[src/rtl/irqc_pkg.sv]
package irqc_pkg;
  localparam int SEL_W      = 8;
  localparam logic [SEL_W-1:0] SEL_MASK = 8'h40;
  localparam logic [SEL_W-1:0] SEL_MODE = 8'h50;
  localparam int VEC_BASE   = 'h800;
  localparam int HOSE_SHIFT = 10;
  localparam int LINE_SHIFT = 4;
endpackage

[src/rtl/irqc_sync.sv]
module irqc_sync #(
  parameter int N      = 64,
  parameter int STAGES = 2
) (
  input  logic         clk,
  input  logic         rst_n,
  input  logic [N-1:0] raw,
  output logic [N-1:0] level,
  output logic [N-1:0] rise
);
  logic [N-1:0] pipe [STAGES];
  logic [N-1:0] prev;

  genvar s;
  generate
    for (s = 0; s < STAGES; s++) begin : g_stage
      always_ff @(posedge clk or negedge rst_n) begin
        if (!rst_n) pipe[s] <= '0;
        else if (s == 0) pipe[s] <= raw;
        else pipe[s] <= pipe[(s == 0) ? 0 : s-1];
      end
    end
  endgenerate

  always_ff @(posedge clk or negedge rst_n) begin
    if (!rst_n) prev <= '0;
    else prev <= pipe[STAGES-1];
  end

  assign level = pipe[STAGES-1];
  assign rise  = pipe[STAGES-1] & ~prev;
endmodule

[src/rtl/irqc_regs.sv]
module irqc_regs
  import irqc_pkg::*;
#(
  parameter int N = 64
) (
  input  logic             clk,
  input  logic             rst_n,
  input  logic             sel_wr,
  input  logic [SEL_W-1:0] sel_wdata,
  output logic [SEL_W-1:0] sel_q,
  input  logic             dat_wr,
  input  logic [N-1:0]     dat_wdata,
  output logic [N-1:0]     dat_rdata,
  output logic [N-1:0]     mask_q,
  output logic [N-1:0]     mode_q
);
  always_ff @(posedge clk or negedge rst_n) begin
    if (!rst_n) begin
      sel_q  <= '0;
      mask_q <= '1;
      mode_q <= '0;
    end else begin
      if (dat_wr && sel_q == SEL_MASK) mask_q <= dat_wdata;
      if (dat_wr && sel_q == SEL_MODE) mode_q <= dat_wdata;
      if (sel_wr) sel_q <= sel_wdata;
    end
  end

  always_comb begin
    unique case (sel_q)
      SEL_MASK: dat_rdata = mask_q;
      SEL_MODE: dat_rdata = mode_q;
      default:  dat_rdata = '0;
    endcase
  end
endmodule

[src/rtl/irqc_prio.sv]
module irqc_prio #(
  parameter int N  = 64,
  localparam int LW = $clog2(N)
) (
  input  logic [N-1:0]  cand,
  output logic          any,
  output logic [LW-1:0] idx
);
  always_comb begin
    any = 1'b0;
    idx = '0;
    for (int i = N-1; i >= 0; i--) begin
      if (cand[i]) begin
        any = 1'b1;
        idx = LW'(i);
      end
    end
  end
endmodule

[src/rtl/irqc_indirect.sv]
module irqc_indirect
  import irqc_pkg::*;
#(
  parameter int NLINES      = 64,
  parameter int HOSE_W      = 2,
  parameter int VEC_W       = 16,
  parameter int SYNC_STAGES = 2,
  localparam int LW = $clog2(NLINES)
) (
  input  logic              clk,
  input  logic              rst_n,
  input  logic [NLINES-1:0] irq_in,
  input  logic [HOSE_W-1:0] hose_idx,
  input  logic              sel_wr,
  input  logic [SEL_W-1:0]  sel_wdata,
  output logic [SEL_W-1:0]  sel_q,
  input  logic              dat_wr,
  input  logic [NLINES-1:0] dat_wdata,
  output logic [NLINES-1:0] dat_rdata,
  input  logic              eoi_wr,
  input  logic [LW-1:0]     eoi_line,
  output logic              irq_req,
  output logic [VEC_W-1:0]  irq_vec
);
  logic [NLINES-1:0] sync_lvl, sync_rise;
  logic [NLINES-1:0] mask_q, mode_q;
  logic [NLINES-1:0] edge_pend, inserv, pending, cand;
  logic [NLINES-1:0] accept_bit;
  logic              cand_any, accept, eoi_hit;
  logic [LW-1:0]     win_idx;
  logic              cur_valid;
  logic [LW-1:0]     cur_line;

  irqc_sync #(.N(NLINES), .STAGES(SYNC_STAGES)) u_sync (
    .clk(clk), .rst_n(rst_n), .raw(irq_in), .level(sync_lvl), .rise(sync_rise)
  );

  irqc_regs #(.N(NLINES)) u_regs (
    .clk(clk), .rst_n(rst_n), .sel_wr(sel_wr), .sel_wdata(sel_wdata),
    .sel_q(sel_q), .dat_wr(dat_wr), .dat_wdata(dat_wdata),
    .dat_rdata(dat_rdata), .mask_q(mask_q), .mode_q(mode_q)
  );

  assign pending = edge_pend | (sync_lvl & mode_q);
  assign cand    = pending & ~mask_q & ~inserv;

  irqc_prio #(.N(NLINES)) u_prio (.cand(cand), .any(cand_any), .idx(win_idx));

  assign accept     = !cur_valid && cand_any;
  assign accept_bit = accept ? (NLINES'(1) << win_idx) : '0;
  assign eoi_hit    = eoi_wr && inserv[eoi_line];

  always_ff @(posedge clk or negedge rst_n) begin
    if (!rst_n) begin
      edge_pend <= '0;
      inserv    <= '0;
      cur_valid <= 1'b0;
      cur_line  <= '0;
    end else begin
      edge_pend <= (edge_pend & ~accept_bit) | (sync_rise & ~mode_q);
      if (eoi_hit) begin
        inserv[eoi_line] <= 1'b0;
        if (cur_valid && cur_line == eoi_line) cur_valid <= 1'b0;
      end else if (accept) begin
        inserv    <= inserv | accept_bit;
        cur_valid <= 1'b1;
        cur_line  <= win_idx;
      end
    end
  end

  assign irq_req = cur_valid;
  assign irq_vec = cur_valid
    ? VEC_W'(VEC_BASE) + (VEC_W'(hose_idx) << HOSE_SHIFT) + (VEC_W'(cur_line) << LINE_SHIFT)
    : '0;
endmodule

[config.mk]
export PLATFORM = sky130hd
export DESIGN_NAME = irqc_indirect
export DESIGN_NICKNAME = d
export VERILOG_FILES = /design/src/rtl/irqc_pkg.sv /design/src/rtl/irqc_sync.sv /design/src/rtl/irqc_regs.sv /design/src/rtl/irqc_prio.sv /design/src/rtl/irqc_indirect.sv
export SDC_FILE = /design/constraint.sdc
export NUM_CORES = 1
export LEC_CHECK = 0
export BUFFER_PORTS_ARGS = -buffer_cell sky130_fd_sc_hd__buf_4
export CORE_AREA = 2 2 214 216
export DETAILED_ROUTE_END_ITERATION = 12
export DIE_AREA = 0 0 216 218
export SETUP_SLACK_MARGIN = 0.5
export SYNTH_ARGS = -nofsm -noshare
export SYNTH_HDL_FRONTEND = slang
export SYNTH_SLANG_ARGS = --single-unit
[constraint.sdc]
create_clock -name clk -period 8.4 [get_ports clk]
set_clock_uncertainty 0.2 [all_clocks]
set_input_delay 2.52 -clock clk [delete_from_list [all_inputs] [get_ports clk]]
set_output_delay 2.52 -clock clk [all_outputs]
set_load 0.1 [all_outputs]
[Word-level counts from Yosys, hierarchy flattened]
Index checks and enable logic that the tools add are counted.
W data, S select, Z words.
Storage, ports and cells
  flip-flop bits (word level): 463
  bits of input ports: 149
  output and inout bits: 89
Operators by class
  reductions and logical operators: 10
  bitwise gates (word level): 17
  multiplexer cells: 140
  equality and inequality tests: 4
  shifts and indexed selects: 1
  $add $sub $neg: 2
  magnitude comparators: 2
Operators by type and width (number)
  $and A64 B64 Y64: 7
  $mux W6: 64
  $not A64 Y64: 6
  $mux W64: 3
  $or A64 B64 Y64: 3
  $pmux W64 S2: 1
  $mux W1: 69
  $shl A1 B6 Y64 const A: 1
  $eq A8 B7 Y1 const B: 2
  $add A13 B10 Y14: 1
  $mux W14: 1
  $add A12 B12 Y13 const A: 1
  $lt A6 B7 Y1 const B: 1
  $bmux W1 S6: 1
  $demux W1 S6: 1
  $eq A6 B6 Y1: 1
  $ge A6 B1 Y1 const B: 1
  $logic_and A1 B1 Y1: 6
  $reduce_and A2 Y1: 2
  $ne A2 B1 Y1 const B: 1
  $reduce_bool A2 Y1: 1
  $logic_not A1 Y1: 1
  $not A1 Y1: 1

[Depth between registers and ports, before layout]
  depth in word-level cells: 73
  depth in mapped cells: 13
  mapped depth without buffers: 8

[By module]
A second synthesis with hierarchy kept.
Unflattened totals
  cells, all modules: 1718
  area, all modules: 20527.2 sq um
Modules (own cells, without submodules)
  irqc_indirect: instances 1, sequential area each 3378.2 sq um, cells each 825, area each 7225.7 sq um
  irqc_regs: instances 1, sequential area each 3483.3 sq um, cells each 433, area each 6372.4 sq um
  irqc_sync: instances 1, sequential area each 4804.6 sq um, cells each 320, area each 6165.9 sq um
  irqc_prio: instances 1, sequential area each 0.0 sq um, cells each 140, area each 763.2 sq um

[Worst setup path after synthesis]
Ideal clock, no wire load.
  path type: input port to output port
  start point: input hose_idx[1]
  end point: output irq_vec[11]
  cell stages on the path: 1
  path buffers: 0
  path slack: 1825 ps
  data required time: 5680 ps
  data arrival time: 3855 ps
  path through: nor2b_1
On the way
  word-level cells in the longest chain between the ends: 3
RTL lines
  start, declared: line irqc_indirect.sv:13  | input logic [HOSE_W-1:0] hose_idx,
  $add A12 B12 Y13: line irqc_indirect.sv:74  | ? VEC_W'(VEC_BASE) + (VEC_W'(hose_idx) << HOSE_SHIFT) + (VEC_W'(cur_line) << LINE_SHIFT)
  $add A13 B10 Y14: line irqc_indirect.sv:74
  $mux W14: line irqc_indirect.sv:74
  end, declared: line irqc_indirect.sv:23  | output logic [VEC_W-1:0] irq_vec
No other way between the ends.

[Final worst setup path]
  start point: input eoi_line[1]
  end point: register inserv[37]
On the way
  word-level cells in the longest chain between the ends: 7
RTL lines
  start, declared: line irqc_indirect.sv:21  | input logic [LW-1:0] eoi_line,
  $lt A6 B7 Y1 (implied by the code) or $ge A6 B1 Y1 (tied branches): line irqc_indirect.sv:62  | inserv[eoi_line] <= 1'b0;
  $logic_and A1 B1 Y1 (implied by the code): line irqc_indirect.sv:62
  $mux W1 (implied by the code): line irqc_indirect.sv:62
  $demux W1 S6: line irqc_indirect.sv:62
  $not A64 Y64 (no line)
  $and A64 B64 Y64 (no line)
  $mux W64: line irqc_indirect.sv:61  | if (eoi_hit) begin
  end signal, assigned: line irqc_indirect.sv:65  | inserv <= inserv | accept_bit;
  end, declared: line irqc_indirect.sv:27  | logic [NLINES-1:0] edge_pend, inserv, pending, cand;
Parallel ways exist; a longest one is shown, timed or not. The select of a mux whose other input is x is not followed.
A chain may end at the register's enable or synchronous reset.

==> flow_metrics.py <==
metrics = {
    "synth": {
        "synth_edf_count": 0,
        "yosys_warnings": 0,
        "synth_common_cells": "399 x dfrtp_1, 146 x nor2_1, 138 x mux2_2, 94 x o21ai_0, 84 x a21oi_1",
        "syn-cell-area_sq_um": 19900,
        "synth.top_cell.area_share": 0.501,
        "synth_area_leader_cell": "dfrtp_1",
        "synthCells": 1654,
        "synth_ff_type": "dfrtp_1",
        "synth_top_family_by_area": "compound AO/OA/AOI/OAI gates",
        "synth-simple-area-share": 0.122,
        "async_flop_share": 1.00,
        "yosysMostFrequentCell": "dfrtp_1",
        "ys_top_cells_by_area": "dfrtp_1 50%, dfstp_2 8.4%, mux2_2 7.8%",
        "synth-xor-area-share": 0.00264,
        "syn_avg_cell_area_sq_um": 12.1,
        "seq_area_frac_synth": 0.585,
        "synth-adder-area-share": 0,
        "synth_compound_area_frac": 0.140,
        "synth_mux_area_frac": 0.127,
        "ys_ff_latch": 463,
        "synth.distinct_cells": 93,
    },
    "cells_and_area": {
        "areaGrowthSynthToFinish_pct": 20.2,
        "fin_util": 0.534,
        "antenna_cells": 0,
        "drive_gt1_frac": 0.333,
        "nets": 2025,
    },
    "setup_path": {
        "cp.required_ps": 8660,
        "r2r_slack_ps": 3730,
        "path_cells": "buf_4 -> nor2b_1 -> a22o_1 -> a22oi_1 -> o32a_1 -> o2bb2ai_2 -> nand2_1 -> o31ai_1 -> o21ai_1",
        "rr_startpoint": "u_sync.level[24]$_DFF_PN0_",
        "cp-end-kind": "register",
        "cp_max_fo": 29,
        "crit_type": "in -> reg",
        "r2r_end": "inserv[35]$_DFFE_PN0P_",
        "slowest_stage": "nor2b_1",
        "critPathMaxStageDelay_ps": 740,
        "worst_ep_arrival_time_ps": 6290,
        "reg2reg_depth": 8,
        "setup.worst_path.start_class": "primary input",
    },
    "flow_run": {
        "maxCapViolations": 0,
    },
    "sta": {
        "finalMaxSlewViolations": 0,
        "rsz0062_at_grt": "false",
        "period_minus_slack_ps": 6030,
        "relSlewSlack": 0.143,
        "setup_violations": 0,
        "period_share": 0.718,
        "max_freq_mhz": 166,
        "setup_tns_ps": 0,
        "timing.final.hold_violations": 0,
        "tightest_slew_ps": 1290,
    },
    "detailed_routing": {
        "route.detailed.drc": 0,
        "postRouteAntennaNets": 0,
        "viasPerCell": 5.70,
        "firstDrtPassIters": 6,
        "finalWirelength_microns": 59500,
        "avgRoutedWirePerCell_microns": 23.6,
        "dr_total_vias": 14352,
        "drt_iter0_drc": 1091,
    },
    "global_routing": {
        "antenna_found_initial": 1,
        "grt_pass1_vias": 14422,
        "grt_first_pass_wirelength_microns": 89700,
        "grtUsageTotal": 0.254,
        "grt-ovfl-total": 0,
        "grt_max_degree": 184,
    },
    "placement": {
        "gp_congestion": 0.948,
        "numPortBuffers": 230,
        "hpwl_microns": 42100,
    },
    "clocking": {
        "clk_pin_slew_worst_paths_ps": 60,
        "cts_tree": "built",
        "cts_resized": 0,
        "numCtsBuffers": 50,
        "cts_max_level": 2,
        "clk_latency_ps": 600,
        "cts_buffer_depth": 3,
        "clock_sinks": 463,
        "cts_hold_buffers": 0,
        "post-cts-setup-buffers": 0,
        "clockRootBuffer": "clkbuf_16",
    },
    "outcome": {
        "status": "complete, no violations",
    },
    "min_path": {
        "hold_class": "reg -> reg",
        "holdPathStages": 0,
        "min_to": "u_sync.level[39]$_DFF_PN0_",
        "min_from": "u_sync.pipe[103]$_DFF_PN0_",
    },
    "power": {
        "powerDensity_nw_per_um2": 236,
        "power_leakage_nw": 10.4,
        "vdd_ir_drop_max_uv": 230,
        "finalPower_mw": 5.65,
    },
    "floorplanning": {
        "core_area_sq_um": 44900,
        "dieArea_sq_um": 47100,
        "num_rows": 78,
        "die_w_microns": 216,
        "dieHeight_microns": 218,
        "initial_core_util": 0.444,
        "ios": 238,
    },
}
cells by family after synthesis:
kind of cell           count (synthesis)
AND/OR/NAND/NOR                      453
buffers and inverters                 98
flip-flops                           463
multiplexers                         225
XOR/XNOR                               6
AO/OA/AOI/OAI                        408
other                                  1
how the worst max path moves through the flow:
| stage | startpoint | endpoint | slack (ps) |
|---|---|---|---|
| global placement | eoi_line[1] | inserv[49]$_DFFE_PN0P_ | 2010 |
| CTS | eoi_line[1] | inserv[37]$_DFFE_PN0P_ | 2480 |
| detailed placement | eoi_line[1] | inserv[37]$_DFFE_PN0P_ | 1870 |
| global route | eoi_line[1] | inserv[38]$_DFFE_PN0P_ | 2210 |
| floorplan | hose_idx[1] | irq_vec[11] | 1820 |
| finish | eoi_line[1] | inserv[37]$_DFFE_PN0P_ | 2370 |
layout by cell type, fill, tap and decap left out, drive strengths merged, types with 18 or more instances in the layout:
cell | netlist | layout
mux2i | 77 | 77
nor3 | 32 | 32
or3b | 31 | 31
a41oi | 42 | 42
mux2 | 141 | 141
or2 | 42 | 42
nand2 | 73 | 73
clkbuf | 42 | 71
dfstp | 64 | 64
o21ai | 118 | 118
nor2b | 32 | 32
dfrtp | 399 | 399
nor2 | 146 | 146
nor3b | 18 | 18
a31oi | 19 | 19
buf | 42 | 248
a21oi | 84 | 84
power by group:
group / total, mW / switching (mW) / internal [mW]
Sequential: 2.52 / 0.131 / 2.39
Clock: 2.24 / 0.902 / 1.33
Combinational: 0.895 / 0.601 / 0.294
Total: 5.65 / 1.63 / 4.02
sequential cells by signal (all words and copies together) (netlist names):
| signal | cells |
|---|---|
| u_regs.mode_q | 64 |
| u_regs.sel_q | 8 |
| u_regs.mask_q | 64 |
| irq_req | 1 |
| inserv | 64 |
| edge_pend | 64 |
| u_sync.prev | 64 |
| cur_line | 6 |
| u_sync.pipe | 64 |
| u_sync.level | 64 |
final cells by class:
cell class | instances | area (sq um)
fill | 3953 | 20900
timing repair buffer | 248 | 1890
clock buffer | 71 | 1460
tap | 600 | 751
multi-input combinational | 1099 | 7900
inverter | 14 | 52.6
clock inverter | 21 | 226
sequential | 463 | 11700
critical path, delay by kind of cell:
family / cells / cell delay, ps
buffers and inverters: 1 / 340
AO/OA/AOI/OAI: 6 / 1930
AND/OR/NAND/NOR: 2 / 1460
through the flow:
stage          worst slack (ps)  cell area (sq um)  hold WS, ps  cells
2_1_floorplan              1820              20000          131   1660
3_3_place_gp               2010              22300          134   2424
3_5_place_dp               1870              22300          135   2424
4_1_cts                    2480              24000          148   2516
5_1_grt                    2210              24000          148   2516
6_report                   2370              24000          143   2516
metal layers:
layer,vias up,GRT usage,routed length (microns)
met5,-,0,14
met2,421,0.397,27100
met1,7300,0.353,26800
met3,112,0.0495,3370
met4,2,0.0934,2180
li1,6517,-,-
No activity file was read; power rests on OpenSTA's default activity.
